==> config.mk <==
export PLATFORM = sky130hd
export DESIGN_NAME = uart_os_rx
export DESIGN_NICKNAME = d
export VERILOG_FILES = /design/src/rtl/uart_os_rx_pkg.sv /design/src/rtl/uart_os_sampler.sv /design/src/rtl/uart_os_frame.sv /design/src/rtl/uart_os_hold.sv /design/src/rtl/uart_os_fifo.sv /design/src/rtl/uart_os_rx.sv
export SDC_FILE = /design/constraint.sdc
export NUM_CORES = 1
export LEC_CHECK = 0
export ABC_CLOCK_PERIOD_IN_PS = 3400
export BUFFER_PORTS_ARGS = -buffer_cell sky130_fd_sc_hd__buf_4
export CAP_MARGIN = 10
export CORE_MARGIN = 2
export CORE_UTILIZATION = 60
export DETAILED_ROUTE_END_ITERATION = 8
export GPL_TIMING_DRIVEN = 0
export PLACE_DENSITY = 0.82
export SLEW_MARGIN = 20
export SYNTH_ARGS = -nofsm -noshare
export SYNTH_HDL_FRONTEND = slang
export SYNTH_SLANG_ARGS = --single-unit
==> constraint.sdc <==
create_clock -name clk -period 3.4 [get_ports clk]
set_input_delay 0.51 -clock clk [delete_from_list [all_inputs] [get_ports clk]]
set_output_delay 0.51 -clock clk [all_outputs]
set_load 0.005 [all_outputs]
==> src/rtl/uart_os_rx_pkg.sv <==
package uart_os_rx_pkg;
  localparam int unsigned SPB      = 4;   // samples per bit
  localparam int unsigned RSR_W    = 12;  // receive shift register width
  localparam int unsigned BYTE_W   = 8;
  localparam int unsigned MIN_DATA = 5;

  typedef enum logic [1:0] {
    ST_IDLE  = 2'd0,
    ST_START = 2'd1,
    ST_BITS  = 2'd2
  } rx_state_e;
endpackage

==> src/rtl/uart_os_sampler.sv <==
module uart_os_sampler (
  input  logic clk,
  input  logic rst_n,
  input  logic tick,
  input  logic line_in,
  output logic smp_stb,
  output logic smp_bit
);
  logic sync1_q, sync2_q;
  logic stb_q, bit_q;
  logic bit_n;

  always_comb begin
    bit_n = bit_q;
    if (tick) bit_n = sync2_q;
  end

  always_ff @(posedge clk or negedge rst_n) begin
    if (!rst_n) begin
      sync1_q <= 1'b1;
      sync2_q <= 1'b1;
      stb_q   <= 1'b0;
      bit_q   <= 1'b1;
    end else begin
      sync1_q <= line_in;
      sync2_q <= sync1_q;
      stb_q   <= tick;
      bit_q   <= bit_n;
    end
  end

  assign smp_stb = stb_q;
  assign smp_bit = bit_q;
endmodule

==> src/rtl/uart_os_frame.sv <==
module uart_os_frame
  import uart_os_rx_pkg::*;
(
  input  logic              clk,
  input  logic              rst_n,
  input  logic              smp_stb,
  input  logic              smp_bit,
  input  logic [1:0]        cfg_wlen,
  input  logic              cfg_par_en,
  input  logic              cfg_two_stop,
  output logic              frm_done,
  output logic [BYTE_W-1:0] frm_data,
  output logic              frm_par,
  output logic [1:0]        frm_stop,
  output logic              frm_mism
);
  localparam int unsigned SUB_W = $clog2(SPB);
  localparam int unsigned IDX_W = $clog2(RSR_W);
  localparam int unsigned CNT_W = $clog2(SPB + 1);
  localparam logic [SUB_W-1:0] SUB_LAST = SUB_W'(SPB - 1);

  rx_state_e           state_q, state_n;
  logic [SUB_W-1:0]    sub_q, sub_n;
  logic [IDX_W-1:0]    idx_q, idx_n;
  logic [CNT_W-1:0]    ones_q, ones_n;
  logic [RSR_W-1:0]    rsr_q, rsr_n;
  logic                prev_q, prev_n;
  logic [1:0]          wl_q, wl_n;
  logic                pe_q, pe_n;
  logic                ts_q, ts_n;
  logic                done_n, mism_n;
  logic [CNT_W-1:0]    total;
  logic [IDX_W-1:0]    last_idx;

  logic [BYTE_W-1:0]   data_n;
  logic                par_n;
  logic [1:0]          stop_n;
  logic [IDX_W-1:0]    nbits, s0;

  logic                done_q, mism_q, par_q;
  logic [BYTE_W-1:0]   data_q;
  logic [1:0]          stop_q;

  assign last_idx = IDX_W'(MIN_DATA) + IDX_W'(wl_q) + IDX_W'(pe_q) + (ts_q ? IDX_W'(2) : IDX_W'(1));
  assign total    = ones_q + CNT_W'(smp_bit);

  always_comb begin
    state_n = state_q;
    sub_n   = sub_q;
    idx_n   = idx_q;
    ones_n  = ones_q;
    rsr_n   = rsr_q;
    prev_n  = prev_q;
    wl_n    = wl_q;
    pe_n    = pe_q;
    ts_n    = ts_q;
    done_n  = 1'b0;
    mism_n  = 1'b0;
    if (smp_stb) begin
      case (state_q)
        ST_IDLE: begin
          prev_n = smp_bit;
          if (prev_q && !smp_bit) begin
            state_n = ST_START;
            sub_n   = SUB_W'(1);
          end
        end
        ST_START: begin
          if (smp_bit) begin
            state_n = ST_IDLE;
            prev_n  = 1'b1;
          end else if (sub_q == SUB_LAST) begin
            state_n = ST_BITS;
            sub_n   = '0;
            idx_n   = IDX_W'(1);
            ones_n  = '0;
            rsr_n   = '0;
            wl_n    = cfg_wlen;
            pe_n    = cfg_par_en;
            ts_n    = cfg_two_stop;
          end else begin
            sub_n = sub_q + SUB_W'(1);
          end
        end
        ST_BITS: begin
          if (sub_q == SUB_LAST) begin
            rsr_n[idx_q] = (total >= CNT_W'(SPB / 2));
            mism_n       = (total != '0) && (total != CNT_W'(SPB));
            ones_n       = '0;
            sub_n        = '0;
            idx_n        = idx_q + IDX_W'(1);
            if (idx_q == last_idx) begin
              state_n = ST_IDLE;
              prev_n  = smp_bit;
              done_n  = 1'b1;
            end
          end else begin
            ones_n = total;
            sub_n  = sub_q + SUB_W'(1);
          end
        end
        default: state_n = ST_IDLE;
      endcase
    end
  end

  // Field extraction from the completed frame
  always_comb begin
    nbits = IDX_W'(MIN_DATA) + IDX_W'(wl_q);
    for (int i = 0; i < BYTE_W; i++) begin
      data_n[i] = (IDX_W'(i) < nbits) ? rsr_n[i+1] : 1'b0;
    end
    par_n     = pe_q ? rsr_n[nbits + IDX_W'(1)] : 1'b0;
    s0        = nbits + IDX_W'(1) + IDX_W'(pe_q);
    stop_n[0] = rsr_n[s0];
    stop_n[1] = ts_q ? rsr_n[s0 + IDX_W'(1)] : 1'b1;
  end

  always_ff @(posedge clk or negedge rst_n) begin
    if (!rst_n) begin
      state_q <= ST_IDLE;
      sub_q   <= '0;
      idx_q   <= '0;
      ones_q  <= '0;
      rsr_q   <= '0;
      prev_q  <= 1'b1;
      wl_q    <= '0;
      pe_q    <= 1'b0;
      ts_q    <= 1'b0;
      done_q  <= 1'b0;
      mism_q  <= 1'b0;
      data_q  <= '0;
      par_q   <= 1'b0;
      stop_q  <= 2'b11;
    end else begin
      state_q <= state_n;
      sub_q   <= sub_n;
      idx_q   <= idx_n;
      ones_q  <= ones_n;
      rsr_q   <= rsr_n;
      prev_q  <= prev_n;
      wl_q    <= wl_n;
      pe_q    <= pe_n;
      ts_q    <= ts_n;
      done_q  <= done_n;
      mism_q  <= mism_n;
      if (done_n) begin
        data_q <= data_n;
        par_q  <= par_n;
        stop_q <= stop_n;
      end
    end
  end

  assign frm_done = done_q;
  assign frm_data = data_q;
  assign frm_par  = par_q;
  assign frm_stop = stop_q;
  assign frm_mism = mism_q;
endmodule

==> src/rtl/uart_os_hold.sv <==
module uart_os_hold #(
  parameter int unsigned W = 8
) (
  input  logic         clk,
  input  logic         rst_n,
  input  logic         load_req,
  input  logic [W-1:0] load_data,
  input  logic         sink_full,
  output logic         push,
  output logic [W-1:0] push_data
);
  logic         valid_q, valid_n;
  logic [W-1:0] data_q;
  logic         accept;

  assign accept = load_req && !valid_q;
  assign push   = valid_q && !sink_full;

  always_comb begin
    valid_n = valid_q;
    if (accept)    valid_n = 1'b1;
    else if (push) valid_n = 1'b0;
  end

  always_ff @(posedge clk or negedge rst_n) begin
    if (!rst_n) begin
      valid_q <= 1'b0;
      data_q  <= '0;
    end else begin
      valid_q <= valid_n;
      if (accept) data_q <= load_data;
    end
  end

  assign push_data = data_q;
endmodule

==> src/rtl/uart_os_fifo.sv <==
module uart_os_fifo #(
  parameter int unsigned W     = 8,
  parameter int unsigned DEPTH = 16
) (
  input  logic         clk,
  input  logic         rst_n,
  input  logic         push,
  input  logic [W-1:0] push_data,
  input  logic         pop_req,
  output logic [W-1:0] pop_data,
  output logic         full,
  output logic         empty
);
  localparam int unsigned AW = $clog2(DEPTH);

  logic [W-1:0]  mem_q [DEPTH];
  logic [AW:0]   wptr_q, wptr_n, rptr_q, rptr_n;
  logic [W-1:0]  out_q, out_n;
  logic          wr_en, rd_en;

  assign full  = (wptr_q[AW] != rptr_q[AW]) && (wptr_q[AW-1:0] == rptr_q[AW-1:0]);
  assign empty = (wptr_q == rptr_q);
  assign wr_en = push && !full;
  assign rd_en = pop_req && !empty;

  always_comb begin
    wptr_n = wr_en ? wptr_q + 1'b1 : wptr_q;
    rptr_n = rd_en ? rptr_q + 1'b1 : rptr_q;
    out_n  = rd_en ? mem_q[rptr_q[AW-1:0]] : out_q;
  end

  always_ff @(posedge clk) begin
    if (wr_en) mem_q[wptr_q[AW-1:0]] <= push_data;
  end

  always_ff @(posedge clk or negedge rst_n) begin
    if (!rst_n) begin
      wptr_q <= '0;
      rptr_q <= '0;
      out_q  <= '0;
    end else begin
      wptr_q <= wptr_n;
      rptr_q <= rptr_n;
      out_q  <= out_n;
    end
  end

  assign pop_data = out_q;
endmodule

==> src/rtl/uart_os_rx.sv <==
module uart_os_rx
  import uart_os_rx_pkg::*;
#(
  parameter int unsigned FIFO_DEPTH = 16
) (
  input  logic              clk,
  input  logic              rst_n,
  input  logic              sample_tick,
  input  logic              rx_serial,
  input  logic [1:0]        cfg_wlen,
  input  logic              cfg_par_en,
  input  logic              cfg_two_stop,
  input  logic              rd_strobe,
  output logic [BYTE_W-1:0] rd_data,
  output logic              fifo_full,
  output logic              fifo_empty,
  output logic              frame_done,
  output logic              frame_par_bit,
  output logic [1:0]        frame_stop_bits,
  output logic              sample_mismatch
);
  logic              smp_stb, smp_bit;
  logic [BYTE_W-1:0] frm_data;
  logic              push;
  logic [BYTE_W-1:0] push_data;

  uart_os_sampler u_sampler (
    .clk     (clk),
    .rst_n   (rst_n),
    .tick    (sample_tick),
    .line_in (rx_serial),
    .smp_stb (smp_stb),
    .smp_bit (smp_bit)
  );

  uart_os_frame u_frame (
    .clk          (clk),
    .rst_n        (rst_n),
    .smp_stb      (smp_stb),
    .smp_bit      (smp_bit),
    .cfg_wlen     (cfg_wlen),
    .cfg_par_en   (cfg_par_en),
    .cfg_two_stop (cfg_two_stop),
    .frm_done     (frame_done),
    .frm_data     (frm_data),
    .frm_par      (frame_par_bit),
    .frm_stop     (frame_stop_bits),
    .frm_mism     (sample_mismatch)
  );

  uart_os_hold #(.W(BYTE_W)) u_hold (
    .clk       (clk),
    .rst_n     (rst_n),
    .load_req  (frame_done),
    .load_data (frm_data),
    .sink_full (fifo_full),
    .push      (push),
    .push_data (push_data)
  );

  uart_os_fifo #(.W(BYTE_W), .DEPTH(FIFO_DEPTH)) u_fifo (
    .clk       (clk),
    .rst_n     (rst_n),
    .push      (push),
    .push_data (push_data),
    .pop_req   (rd_strobe),
    .pop_data  (rd_data),
    .full      (fifo_full),
    .empty     (fifo_empty)
  );
endmodule

==> report_table.html <==
<table>
<tr><th>Metric</th><th>Value</th></tr>
<tr><th colspan="2">Synthesis</th></tr>
<tr><td>Number of nets in the synthesized netlist</td><td>641</td></tr>
<tr><td>Number of flip-flops and latches in the synthesized netlist</td><td>200</td></tr>
<tr><td>Sequential fraction of the synthesis area</td><td>61.6%</td></tr>
<tr><td>Number of distinct standard cells referenced by the synthesized netlist</td><td>63</td></tr>
<tr><td>Number of flops mapped to enable cells by yosys</td><td>128</td></tr>
<tr><td>Post-Syn Instances</td><td>605</td></tr>
<tr><td>Synth warnings</td><td>0</td></tr>
<tr><td>Post-synthesis area per instance</td><td>15.2 sq um</td></tr>
<tr><td>Most used flip-flop cell after synthesis</td><td>edfxtp_1</td></tr>
<tr><td>Fraction of synthesis flops using an asynchronous set or reset pin</td><td>36.0%</td></tr>
<tr><td>Area of the mapped netlist</td><td>0.00917 sq mm</td></tr>
<tr><th colspan="2">Timing</th></tr>
<tr><td>Finish-stage setup viols</td><td>0</td></tr>
<tr><td>Post-route fraction of the period consumed by the critical path</td><td>95.6%</td></tr>
<tr><td>Post-layout min period</td><td>3250 ps</td></tr>
<tr><td>Worst-case setup margin in the final layout</td><td>148 ps</td></tr>
<tr><td>Clock Skews</td><td>12.0 ps</td></tr>
<tr><td>Final number of hold-violating endpoints</td><td>0</td></tr>
<tr><td>Post-Route Setup TNS</td><td>0 ps</td></tr>
<tr><td>Fmax</td><td>0.308 GHz</td></tr>
<tr><td>Number of pins with negative max-slew slack in the final report</td><td>0</td></tr>
<tr><td>Measured slew at the worst slew-check pin</td><td>958 ps</td></tr>
<tr><td>Slew Limit Headroom</td><td>36.1%</td></tr>
<tr><th colspan="2">Global routing</th></tr>
<tr><td>Pin count of the biggest net entering global routing</td><td>73</td></tr>
<tr><td>Wire length of the first global-routing pass</td><td>29.6 mm</td></tr>
<tr><td>Global-route usage over all layers</td><td>24.3%</td></tr>
<tr><td>Initial antenna violation count</td><td>0</td></tr>
<tr><td>Via count of the first global-routing pass</td><td>5359</td></tr>
<tr><td>Total congestion overflow after global routing</td><td>0</td></tr>
<tr><th colspan="2">Cells and area</th></tr>
<tr><td>Commonest cells after routing, fill and taps aside</td><td>edfxtp_1, dfrtp_1, nand2_1</td></tr>
<tr><td>Fraction of final layout cells with drive strength greater than 1</td><td>27.6%</td></tr>
<tr><td>Commonest non-fill, non-tap cell in the layout</td><td>edfxtp_1</td></tr>
<tr><td>Area of the multi-input gates</td><td>0.00325 sq mm</td></tr>
<tr><td>P&amp;R area growth vs syn</td><td>11.9%</td></tr>
<tr><td>Final-layout fill cell count</td><td>1014</td></tr>
<tr><td>Final #Nets</td><td>683</td></tr>
<tr><td>Antenna diodes</td><td>0</td></tr>
<tr><td>Combined flip-flop and latch cell area</td><td>0.00565 sq mm</td></tr>
<tr><td>Non-filler instance count after layout</td><td>848</td></tr>
<tr><th colspan="2">Floorplanning</th></tr>
<tr><td>Die Width</td><td>128 um</td></tr>
<tr><td>Count of boundary I/O pins</td><td>24</td></tr>
<tr><td>Height of the chip</td><td>128 um</td></tr>
<tr><td>DIE AREA</td><td>0.0163 sq mm</td></tr>
<tr><td>Initial Utilization</td><td>60.8%</td></tr>
<tr><td>Core Footprint</td><td>0.0151 sq mm</td></tr>
<tr><td>Number of placement rows</td><td>45</td></tr>
<tr><th colspan="2">Worst setup path</th></tr>
<tr><td>Endpoint of the lowest-slack register-to-register path</td><td>u_frame.state_q[0]$_DFFE_PN0P_</td></tr>
<tr><td>Register-to-Register Path Depth</td><td>12</td></tr>
<tr><td>Arrival time at the worst endpoint</td><td>3570 ps</td></tr>
<tr><td>CP Data Required Time</td><td>3710 ps</td></tr>
<tr><td>Worst Setup SP</td><td>u_frame.wl_q[0]$_DFFE_PN0P_</td></tr>
<tr><td>Crit-path max FO</td><td>9</td></tr>
<tr><td>Startpoint of the most critical register-to-register path</td><td>u_frame.wl_q[0]$_DFFE_PN0P_</td></tr>
<tr><td>Critical path type</td><td>reg -&gt; reg</td></tr>
<tr><td>Sort of element at the start of the critical path</td><td>register</td></tr>
<tr><td>Flop-to-flop setup slack</td><td>150 ps</td></tr>
<tr><td>Category of the worst setup path capture point</td><td>register</td></tr>
<tr><td>Critical Path End</td><td>u_frame.state_q[0]$_DFFE_PN0P_</td></tr>
<tr><th colspan="2">Pwr</th></tr>
<tr><td>Internal portion of total power</td><td>5.16 mW</td></tr>
<tr><td>Reg power frac</td><td>36.2%</td></tr>
<tr><td>Fraction of power spent switching nets</td><td>34.3%</td></tr>
<tr><td>Share of power burned in the clock network</td><td>25.6%</td></tr>
<tr><td>Total power</td><td>7.86 mW</td></tr>
<tr><td>Worst vdd ir</td><td>0.742 mV</td></tr>
<tr><td>Power density relative to cell area</td><td>766 mW/mm^2</td></tr>
<tr><td>Switching Power</td><td>2.69 mW</td></tr>
<tr><td>Part of the power in combinational logic</td><td>38.2%</td></tr>
<tr><td>Leakage Power</td><td>3.97 nW</td></tr>
<tr><th colspan="2">Placed design</th></tr>
<tr><td>GPL Wtd Cong</td><td>0.866</td></tr>
<tr><td>Worst slack at placement</td><td>-110 ps</td></tr>
<tr><td>Half-perimeter wire length after detailed placement</td><td>12.6 mm</td></tr>
<tr><td>Count of port buffers added during placement</td><td>23</td></tr>
<tr><td>Number of cells in the design after placement</td><td>816</td></tr>
<tr><th colspan="2">CTS</th></tr>
<tr><td>TritonCTS clock tree</td><td>yes</td></tr>
<tr><td>Number of CTS-inserted buffers</td><td>17</td></tr>
<tr><td>Buffer cell driving the clock tree root</td><td>clkbuf_16</td></tr>
<tr><td>Number of H-tree levels</td><td>4</td></tr>
<tr><td>CTS clk-pin slew, worst paths</td><td>70 ps</td></tr>
<tr><td>Clock latency on the worst-skew pair</td><td>430 ps</td></tr>
<tr><td>Post-CTS Hold Fix Bufs</td><td>0</td></tr>
<tr><td>Sink count of the clock tree</td><td>200</td></tr>
<tr><td>Max clock buf depth</td><td>2</td></tr>
<tr><th colspan="2">Hold path</th></tr>
<tr><td>Worst Hold Depth</td><td>1</td></tr>
<tr><td>Tightest Hold Check Type</td><td>in -&gt; reg</td></tr>
<tr><th colspan="2">Outcome</th></tr>
<tr><td>Result of the run</td><td>complete, no violations</td></tr>
<tr><th colspan="2">Routing</th></tr>
<tr><td>DRC violations left</td><td>0</td></tr>
<tr><td>Number of search-and-repair iterations in the first detailed-routing pass</td><td>4</td></tr>
<tr><td>Routed WL</td><td>18.8 mm</td></tr>
<tr><td>Vias</td><td>5303</td></tr>
<tr><td>Routed Antenna Nets</td><td>0</td></tr>
<tr><td>Average detailed-routed wire length per instance</td><td>22.2 um</td></tr>
<tr><td>Initial detailed-routing violation count</td><td>433</td></tr>
<tr><td>Vias per cell</td><td>6.25</td></tr>
<tr><th colspan="2">Flow run</th></tr>
<tr><td>Max-capacitance violation count</td><td>0</td></tr>
</table>
==> synth_stat cells, types with 6 or more instances <==
| master | count | share of area, % |
|---|---|---|
| inv_1 | 35 | 1.4 |
| mux2i_1 | 7 | 0.76 |
| nor2b_1 | 7 | 0.48 |
| dfrtp_1 | 66 | 18 |
| nand3_1 | 8 | 0.44 |
| buf_2 | 15 | 0.82 |
| nor3_1 | 9 | 0.49 |
| o22ai_1 | 11 | 0.75 |
| edfxtp_1 | 128 | 42 |
| xor2_1 | 6 | 0.57 |
| xnor2_1 | 19 | 1.8 |
| mux2_2 | 26 | 3.2 |
| nand2_1 | 43 | 1.8 |
| mux4_2 | 42 | 10 |
| clkbuf_1 | 9 | 0.37 |
| a21oi_1 | 8 | 0.44 |
| a221oi_1 | 7 | 0.67 |
| ha_1 | 25 | 3.4 |
| nor2_1 | 22 | 0.90 |
| nand4b_1 | 8 | 0.76 |
| dfstp_2 | 6 | 1.7 |
| o21ai_0 | 18 | 0.98 |
==> metal layers <==
layer | routed length (um) | global-route usage (%) | vias up | part of all wire [%]
li1 | - | - | 2377 | -
met1 | 7690 | 32.0 | 2718 | 41
met2 | 9830 | 40.7 | 179 | 52
met3 | 915 | 4.65 | 29 | 4.9
met4 | 398 | 8.73 | 0 | 2.1
met5 | 0 | 0 | - | 0
==> area by class of cell <==
cell class                      instances  share of cell area, %
Buffer                                 36                   2.12
Multi-Input combinational cell        333                   31.6
Inverter                               35                   1.28
Sequential cell                       200                   55.1
Clock inverter                         15                   1.68
Clock buffer                           17                   4.15
Tap cell                              188                   2.29
Timing Repair Buffer                   24                   1.76
==> kinds of logic (layout without fill, tap and decap cells) <==
group / Yosys count / count (layout) / share of synthesized area [%]
XOR/XNOR: 27 / 27 / 2.74
multiplexers: 75 / 75 / 14.3
buffers and inverters: 72 / 127 / 3.71
adder cells (fa/ha/maj): 27 / 27 / 3.85
AO/OA/AOI/OAI: 81 / 81 / 6.79
flip-flops: 200 / 200 / 61.6
AND/OR/NAND/NOR: 123 / 123 / 7.01
==> stage by stage <==
| step | area, sq um | util [%] | hold WS [ps] |
|---|---|---|---|
| CTS | 10200 | 67.7 | 176 |
| global placement | 9580 | 63.5 | 349 |
| detailed placement | 9600 | 63.6 | 351 |
| finish | 10300 | 68.0 | 190 |
| global route | 10300 | 68.0 | 170 |
| floorplan | 9170 | - | 214 |
==> flip-flops by register name, summed over array words and instances, names as in the netlist, 2 cells and up <==
register,count
u_fifo.wptr_q,5
u_frame.sub_q,2
u_frame.ones_q,3
u_frame.wl_q,2
u_fifo.mem_q,128
u_frame.frm_stop,2
u_frame.rsr_q,12
u_frame.idx_q,4
u_frame.state_q,2
u_fifo.pop_data,8
u_hold.push_data,8
u_fifo.rptr_q,5
u_frame.frm_data,8
==> worst min path at each step <==
stage                                      startpoint                              to  slack, ps
after floorplan                                 rst_n  u_fifo.pop_data[0]$_DFFE_PN0P_        210
after global placement    u_sampler.sync1_q$_DFF_PN1_     u_sampler.sync2_q$_DFF_PN1_        350
after detailed placement  u_sampler.sync1_q$_DFF_PN1_     u_sampler.sync2_q$_DFF_PN1_        350
after CTS                                   rx_serial     u_sampler.sync1_q$_DFF_PN1_        180
after global routing                        rx_serial     u_sampler.sync1_q$_DFF_PN1_        170
final                                       rx_serial     u_sampler.sync1_q$_DFF_PN1_        190
==> power groups by stage <==
stage | Sequential [mW] | Combinational (mW) | Clock, mW
5_1_grt | 2.86 | 3.29 | 2.13
4_1_cts | 2.84 | 2.92 | 2.02
3_5_place_dp | 2.89 | 2.89 | 0
2_1_floorplan | 2.86 | 2.27 | 0
3_3_place_gp | 2.88 | 2.81 | 0
6_report | 2.84 | 3.00 | 2.01
==> worst max-delay path, cell delays in order (launching register included) <==
cell,delay (ps)
dfrtp_1,380
clkbuf_4,220
inv_1,150
ha_1,340
clkbuf_4,200
inv_1,90
fa_1,550
xor2_1,180
nand3_2,150
o31ai_4,280
and3_4,250
o21ai_1,70
mux2_2,280
==> what timing repair did <==
item | in CTS | in global routing
hold endpoints to repair | 0 | 0
setup buffers | 0 | 1
setup endpoints to repair | 10 | 12
pin swaps | 0 | 2
resized for setup | 2 | 12
gates cloned | 0 | 0
Power figures use the tool's default switching activity.
